<file path="src/rtl/sfa_pkg.sv">
package sfa_pkg;

    localparam int SLOT_CNT  = 32;
    localparam int AUX_LO    = 4;
    localparam int AUD_LO    = 8;
    localparam int AUD_MSB   = 27;
    localparam int V_SLOT    = 28;
    localparam int U_SLOT    = 29;
    localparam int C_SLOT    = 30;
    localparam int P_SLOT    = 31;
    localparam int SMP_MAX_W = AUD_MSB - AUD_LO + 1;

    typedef enum logic [1:0] {
        KIND_IDLE = 2'b00,
        KIND_A    = 2'b01,
        KIND_B    = 2'b10,
        KIND_BLK  = 2'b11
    } sf_kind_e;

    typedef struct packed {
        logic [3:0]           aux;
        logic [SMP_MAX_W-1:0] smp;
        logic                 v;
        logic                 u;
        logic                 c;
    } chan_fields_t;

    function automatic logic even_fill(input logic [SLOT_CNT-1:0] w);
        return ^w[C_SLOT:AUX_LO];
    endfunction

endpackage

</file>
<file path="src/rtl/sfa_word_pack.sv">
module sfa_word_pack
    import sfa_pkg::*;
#(
    parameter int SMP_W = 20
) (
    input  chan_fields_t         fields,
    output logic [SLOT_CNT-1:0]  word
);
    localparam int SMP_LO = AUD_MSB + 1 - SMP_W;

    logic [SLOT_CNT-1:0] body;

    always_comb begin
        body = '0;
        body[AUX_LO +: 4] = fields.aux;
        for (int i = 0; i < SMP_W; i++) begin
            body[SMP_LO + i] = fields.smp[i];
        end
        body[V_SLOT] = fields.v;
        body[U_SLOT] = fields.u;
        body[C_SLOT] = fields.c;
        word = body;
        word[P_SLOT] = even_fill(body);
    end

endmodule

</file>
<file path="src/rtl/sfa_frame_ctrl.sv">
module sfa_frame_ctrl
    import sfa_pkg::*;
(
    input  logic         clk,
    input  logic         rst,
    input  logic         frame_stb,
    input  logic         blk_start,
    input  chan_fields_t right_in,
    output logic         load_a,
    output logic         load_b,
    output logic         blk_now,
    output chan_fields_t right_held
);
    typedef enum logic {PH_FREE, PH_A_OUT} phase_e;

    phase_e phase_q;

    assign load_a  = frame_stb && (phase_q == PH_FREE);
    assign load_b  = (phase_q == PH_A_OUT);
    assign blk_now = blk_start;

    always_ff @(posedge clk) begin
        if (rst) begin
            phase_q    <= PH_FREE;
            right_held <= '0;
        end else begin
            phase_q <= load_a ? PH_A_OUT : PH_FREE;
            if (load_a) begin
                right_held <= right_in;
            end
        end
    end

endmodule

</file>
<file path="src/rtl/sfa_subframe_asm.sv">
module sfa_subframe_asm
    import sfa_pkg::*;
#(
    parameter int SMP_W = 20
) (
    input  logic             clk,
    input  logic             rst,
    input  logic             frame_stb,
    input  logic             blk_start,
    input  logic [SMP_W-1:0] left_smp,
    input  logic [SMP_W-1:0] right_smp,
    input  logic [3:0]       left_aux,
    input  logic [3:0]       right_aux,
    input  logic             left_v,
    input  logic             right_v,
    input  logic             left_u,
    input  logic             right_u,
    input  logic             left_c,
    input  logic             right_c,
    output logic             sf_valid,
    output logic [31:0]      sf_word,
    output logic [1:0]       sf_kind,
    output logic             sf_chan_b
);
    localparam int N_CH = 2;

    chan_fields_t        live_l, live_r, held_r;
    chan_fields_t        pk_in [N_CH];
    logic [SLOT_CNT-1:0] pk_out [N_CH];
    logic                load_a, load_b, blk_now;

    always_comb begin
        live_l = '{aux: left_aux,  smp: SMP_MAX_W'(left_smp),
                   v: left_v,  u: left_u,  c: left_c};
        live_r = '{aux: right_aux, smp: SMP_MAX_W'(right_smp),
                   v: right_v, u: right_u, c: right_c};
    end

    assign pk_in[0] = live_l;
    assign pk_in[1] = held_r;

    sfa_frame_ctrl u_ctrl (
        .clk        (clk),
        .rst        (rst),
        .frame_stb  (frame_stb),
        .blk_start  (blk_start),
        .right_in   (live_r),
        .load_a     (load_a),
        .load_b     (load_b),
        .blk_now    (blk_now),
        .right_held (held_r)
    );

    for (genvar ch = 0; ch < N_CH; ch++) begin : g_pack
        sfa_word_pack #(.SMP_W(SMP_W)) u_pack (
            .fields (pk_in[ch]),
            .word   (pk_out[ch])
        );
    end

    always_ff @(posedge clk) begin
        if (rst) begin
            sf_valid  <= 1'b0;
            sf_word   <= '0;
            sf_kind   <= KIND_IDLE;
            sf_chan_b <= 1'b0;
        end else if (load_b) begin
            sf_valid  <= 1'b1;
            sf_word   <= pk_out[1];
            sf_kind   <= KIND_B;
            sf_chan_b <= 1'b1;
        end else if (load_a) begin
            sf_valid  <= 1'b1;
            sf_word   <= pk_out[0];
            sf_kind   <= blk_now ? KIND_BLK : KIND_A;
            sf_chan_b <= 1'b0;
        end else begin
            sf_valid  <= 1'b0;
            sf_word   <= '0;
            sf_kind   <= KIND_IDLE;
            sf_chan_b <= 1'b0;
        end
    end


    parity_even_chk: assert property (@(posedge clk) disable iff (rst)
        sf_valid |-> (^sf_word[31:4]) == 1'b0);


    preamble_zero_chk: assert property (@(posedge clk) disable iff (rst)
        sf_valid |-> sf_word[3:0] == 4'h0);


    a_then_b_chk: assert property (@(posedge clk) disable iff (rst)
        (sf_valid && !sf_chan_b) |=> (sf_valid && sf_chan_b));


    b_kind_chk: assert property (@(posedge clk) disable iff (rst)
        (sf_valid && sf_chan_b) |-> sf_kind == KIND_B);


    idle_kind_chk: assert property (@(posedge clk) disable iff (rst)
        !sf_valid |-> (sf_kind == KIND_IDLE && !sf_chan_b));


    strobe_take_chk: assert property (@(posedge clk) disable iff (rst)
        (frame_stb && !(sf_valid && !sf_chan_b)) |=> (sf_valid && !sf_chan_b));


    no_double_b_chk: assert property (@(posedge clk) disable iff (rst)
        (sf_valid && sf_chan_b && !$past(frame_stb)) |=> !(sf_valid && sf_chan_b));

endmodule

</file>
<file path="config.mk">
export PLATFORM = sky130hd
export DESIGN_NAME = sfa_subframe_asm
export DESIGN_NICKNAME = d
export VERILOG_FILES = /design/src/rtl/sfa_pkg.sv /design/src/rtl/sfa_word_pack.sv /design/src/rtl/sfa_frame_ctrl.sv /design/src/rtl/sfa_subframe_asm.sv
export SDC_FILE = /design/constraint.sdc
export NUM_CORES = 1
export LEC_CHECK = 0
export BUFFER_PORTS_ARGS = -buffer_cell sky130_fd_sc_hd__buf_2
export CORE_UTILIZATION = 50
export CTS_BUF_LIST = sky130_fd_sc_hd__clkbuf_4
export DETAILED_ROUTE_END_ITERATION = 10
export HOLD_SLACK_MARGIN = 0.05
export MAX_ROUTING_LAYER = met4
export PLACE_DENSITY = 0.82
export SLEW_MARGIN = 20
export SYNTH_ARGS = -nofsm -noshare
export SYNTH_HDL_FRONTEND = slang
export SYNTH_SLANG_ARGS = --single-unit
</file>
<file path="constraint.sdc">
create_clock -name clk -period 1.8 [get_ports clk]
set_input_delay 0.54 -clock clk [delete_from_list [all_inputs] [get_ports clk]]
set_output_delay 0.54 -clock clk [all_outputs]
set_load 0.02 [all_outputs]
</file>
# Word level (Yosys, flattened, before mapping)
# Index checks and enable logic that the tools add are counted.
[op_classes]
bitwise = 2
magnitude_cmp = 0
n_mul = 0
n_eq_ne = 0
mux = 8
n_reduce_logical = 5
shift = 0
div = 0
add_sub_neg = 0
[ops]
columns = ["operator", "n"]
rows = [
  ["32-bit 2-to-1 mux", 2],
  ["27-bit XOR reduction", 2],
  ["2-bit 2-to-1 mux", 3],
  ["1-bit 2-to-1 mux", 3],
  ["3-bit OR reduction", 1],
  ["1-bit NOT", 2],
  ["2-bit OR reduction", 1],
  ["1-bit logical AND", 1],
]
[totals]
n_memories = 0
ram_bits = 0
mem_bits_ro = 0
output_inout_bits = 36
register_bits = 64
in_bits = 58
elab_cells = 27
latchBits = 0

# Logic depth before layout (Yosys ltp)
[logic_depth]
word_depth = 4
depth_mapped = 5
depth_no_buf = 5

# By module
# A second synthesis with hierarchy kept.
[unflattened]
cells_unflattened = 389
area_unflattened_um2 = 3631.0
[by_module_without_submodules]
columns = ["mod", "n_inst", "area_per_inst_um2", "seq_area_each_um2", "cells_each"]
rows = [
  ["sfa_subframe_asm", 1, 1365.1, 720.7, 152],
  ["sfa_frame_ctrl", 1, 1302.5, 560.5, 125],
  ["sfa_word_pack", 2, 481.7, 0.0, 56],
]

# Worst setup path before layout
# Ideal clock, no wire load.
[synth_path]
kind = "input -> register"
start = "in left_aux[3]"
end = "reg sf_word[31]"
cell_stages = 5
path_buffers = 0
slack_ns = 0.110
setup_ns = 0.117
t_required_ns = 1.683
t_arrival_ns = 1.573
path_cell_list = "xnor2_1 xnor2_1 xnor3_1 xnor3_1 a22o_1"
[synth_via]
elab_chain_len = 3
[synth_rtl]
columns = ["element", "line", "text"]
rows = [
  ["start: declaration", "sfa_subframe_asm.sv:12", "input logic [3:0] left_aux,"],
  ["27-bit XOR reduction", "sfa_pkg.sv:29", "return ^w[C_SLOT:AUX_LO];"],
  ["32-bit 2-to-1 mux", "sfa_subframe_asm.sv:72", "end else if (load_a) begin"],
  ["32-bit 2-to-1 mux", "sfa_subframe_asm.sv:67", "end else if (load_b) begin"],
  ["end signal: assignment", "sfa_subframe_asm.sv:69", "sf_word <= pk_out[1];"],
  ["end signal: assignment", "sfa_subframe_asm.sv:74", "sf_word <= pk_out[0];"],
  ["end: declaration", "sfa_subframe_asm.sv:21", "output logic [31:0] sf_word,"],
]
# Every way passes these cells.
# A chain may end at the register's enable or synchronous reset.

# Worst setup path after layout
[layout_path]
start = "reg u_ctrl.right_held[19] (netlist name)"
end = "reg sf_word[31]"
[layout_via]
elab_chain_len = 2
[layout_rtl]
columns = ["element", "line", "text"]
rows = [
  ["start: declaration", "sfa_frame_ctrl.sv:12", "output chan_fields_t right_held"],
  ["start signal: assignment", "sfa_frame_ctrl.sv:29", "right_held <= right_in;"],
  ["27-bit XOR reduction", "sfa_pkg.sv:29", ""],
  ["32-bit 2-to-1 mux", "sfa_subframe_asm.sv:67", ""],
]
# Every way passes these cells.

==> results.md <==
- Status: finished, violations left
- Failing checks: design-rule violations
- Num rows: 24
- Clock-pin slew on the worst setup and hold paths: 0.10 ns
- R2r endpoint: sf_word[31]
- Critical path's slowest cell: xnor3_1
- Placed Area: 2952 um^2
- GR Overflow Total: 0
- Pins Over Slew Limit: 0
- Die W: 71.26 um
- Wl on met1: 2.390 mm
- Post-Route WL: 5.309 mm
- Layout cell share with drive strength beyond 1: 34.87%
- DP Worst Slack: -0.1805 ns
- Slew @ Worst Pin: 0.6700 ns
- # hold bufs at CTS: 0
- R2R Path Start: u_ctrl.right_held[19]
- Commonest non-fill, non-tap cell in the layout: buf_2
- Top sig layer: met4
- Netlist Area Pre-Place: 2399 um^2
- Die Y: 71.26 um
- Area Overhead vs Synth: 29.68%
- H-tree depth: 3
- Flip-flop and latch area: 1201 um^2
- RSZ-0062 raised after global routing: false
- Final net count: 400
- Cell chain of the critical path: xnor2_1 > xnor2_1 > xnor3_1 > xnor3_1 > a22o_1
- CTS sink cnt: 60
- Finished Core Util: 69.52%
- CP max stage delay: 0.44 ns
- Final Setup Violations: 0
- Worst rel slew slack: 55.23%
- Initial antenna violation count: 0
- CTS root buf: clkbuf_4
- Worst-path fanout max: 3
- Multi-input gate area: 1135 um^2
- TritonCTS buffer count: 9
- Via density: 4.972
- Die Area: 5078 um^2
- Core Area: 4474 um^2
- Iteration-0 DRC Markers: 95
- Worst min path class: input port to flop
- Initial core utilization: 53.61%
- Worst Path Required: 2.10 ns
- Register area share after synthesis: 50.08%
- Clk_lat worst skew: 0.40 ns
- Max Cap Viol: 0
- CTS tree: done
- Cell count after synthesis: 245
- Warnings from Yosys: 0
- # IOs: 94
- Tcrit/Tclk final: 91.45%
- Seq cells post-synth: 60
- Commonest non-fill, non-tap cells in the layout: buf_2, dfxtp_1, nand2_1, xnor2_1, a22o_1
- Postcts setup bufs: 0
- DR WL/cell: 13.31 um
- Fillers: 352
- Power Dens Cells: 1026 nW/um^2
- Worst Reg-to-Reg Cells: 5
- Gr usage total: 22.91%
- Max VDD drop: 0.5646 mV
- Final instance area: 3110 um^2
- Vias in the first global route: 1928
- HP Start: blk_start
- Distinct cells, synth: 16
- CP Capture Type: flop
- Largest net degree at the start of global routing: 30
- DR DRC count: 6
- First-pass GRT wire length: 8.562 mm
- CP arrival: 1.95 ns
- HPWL after DPL: 3.747 mm
- Tot Pwr: 3192 uW
- Vias: 1984
- Worst R2R Setup Slack: 0.15 ns
- Mean Syn Cell Area: 9.790 um^2
- Setup crit start kind: flop
- Gpl congestion: 0.7251
- Pleak: 0.001438 uW
- Met3 WL: 248 um
- Post-route setup slack: 0.1539 ns
- Post_cts resized: 0
- Fin crit period: 1.646 ns
- Final Skew: 0.008120 ns
- Hold Crit Depth: 2
- ANT nets after route: 0
- CP Class: flop to flop
- Fmax: 0.6075 GHz
- Number of I/O port buffers: 89
- Final hold vios: 0
- Pre-antenna DRT Iters: 7
- Diodes inserted: 0
- Hold Path Sink: sf_kind[1]
- Clk buf depth: 2
- WHS: 0.3460 ns
- Met2 routed WL: 2.554 mm
## critical path: cells and delay by family, from the launching register on
kind	cells	cell delay, ns
compound gates	1	0.23
xor+xnor	4	0.93
flops	1	0.40
## layer usage
metal,GRT usage [%],up-vias
met5,-,-
met2,36.93,67
met4,12.67,0
li1,-,1001
met1,27.40,904
met3,3.797,12
## state kept, by name, summed over array words and instances, names as in the netlist
| name | flops |
|---|---|
| sf_chan_b | 1 |
| u_ctrl.load_b | 1 |
| sf_valid | 1 |
| sf_kind | 2 |
| u_ctrl.right_held | 27 |
| sf_word | 28 |
## metrics by stage
step | setup TNS (ns) | instances
3_3_place_gp | -1.690 | 383
3_5_place_dp | -3.892 | 383
2_1_floorplan | 0 | 248
6_report | 0 | 399
4_1_cts | 0 | 399
5_1_grt | 0 | 399
## cell type report
class | count | area share, %
Timing Repair Buffer | 102 | 17.86
Clock buffer | 10 | 2.414
Clock inverter | 6 | 2.534
Tap cell | 52 | 2.092
Multi-Input combinational cell | 169 | 36.48
Sequential cell | 60 | 38.62
## how the worst max path moves through the flow
stage	from	slack, ns	endpoint
floorplan	left_aux[3]	0.11	sf_word[31]
global placement	left_aux[3]	-0.11	sf_word[31]
detailed placement	left_aux[3]	-0.18	sf_word[31]
CTS	u_ctrl.load_b	0.04	sf_word[19]
global route	u_ctrl.right_held[16]	0.06	sf_word[31]
finish	u_ctrl.right_held[19]	0.15	sf_word[31]
## where the power goes
group	internal (uW)	switching, uW	total (uW)
Sequential	1410	45.7	1450
Clock	568	472	1040
Combinational	385	314	699
Total	2360	832	3190
## synth_stat cells
| cell | n | share of area, % |
|---|---|---|
| dfxtp_1 | 60 | 50 |
| nand2_1 | 54 | 8.5 |
| xnor2_1 | 39 | 14 |
| a22o_1 | 28 | 10 |
| a21oi_1 | 27 | 5.6 |
| clkbuf_1 | 11 | 1.7 |
| buf_1 | 4 | 0.63 |
| buf_4 | 4 | 1.3 |
| nor2_1 | 4 | 0.63 |
| xnor3_1 | 4 | 3.8 |
| xor2_1 | 4 | 1.5 |
| nor2b_1 | 2 | 0.52 |
| conb_1 | 1 | 0.16 |
| nand2b_1 | 1 | 0.26 |
| o21a_1 | 1 | 0.31 |
| xnor2_2 | 1 | 0.68 |
## kinds of logic (layout without fill, tap and decap cells)
group	count (synthesis)	after routing	share of synthesized area, %
AOI/OAI and AO/OA	56	56	16.17
xor gates and xnor gates	48	48	20.14
buffers and inverters	19	118	3.599
DFF	60	60	50.08
other	1	4	0.1563
and+or+nand+nor	61	61	9.859
(Power assumes the default switching activity.)
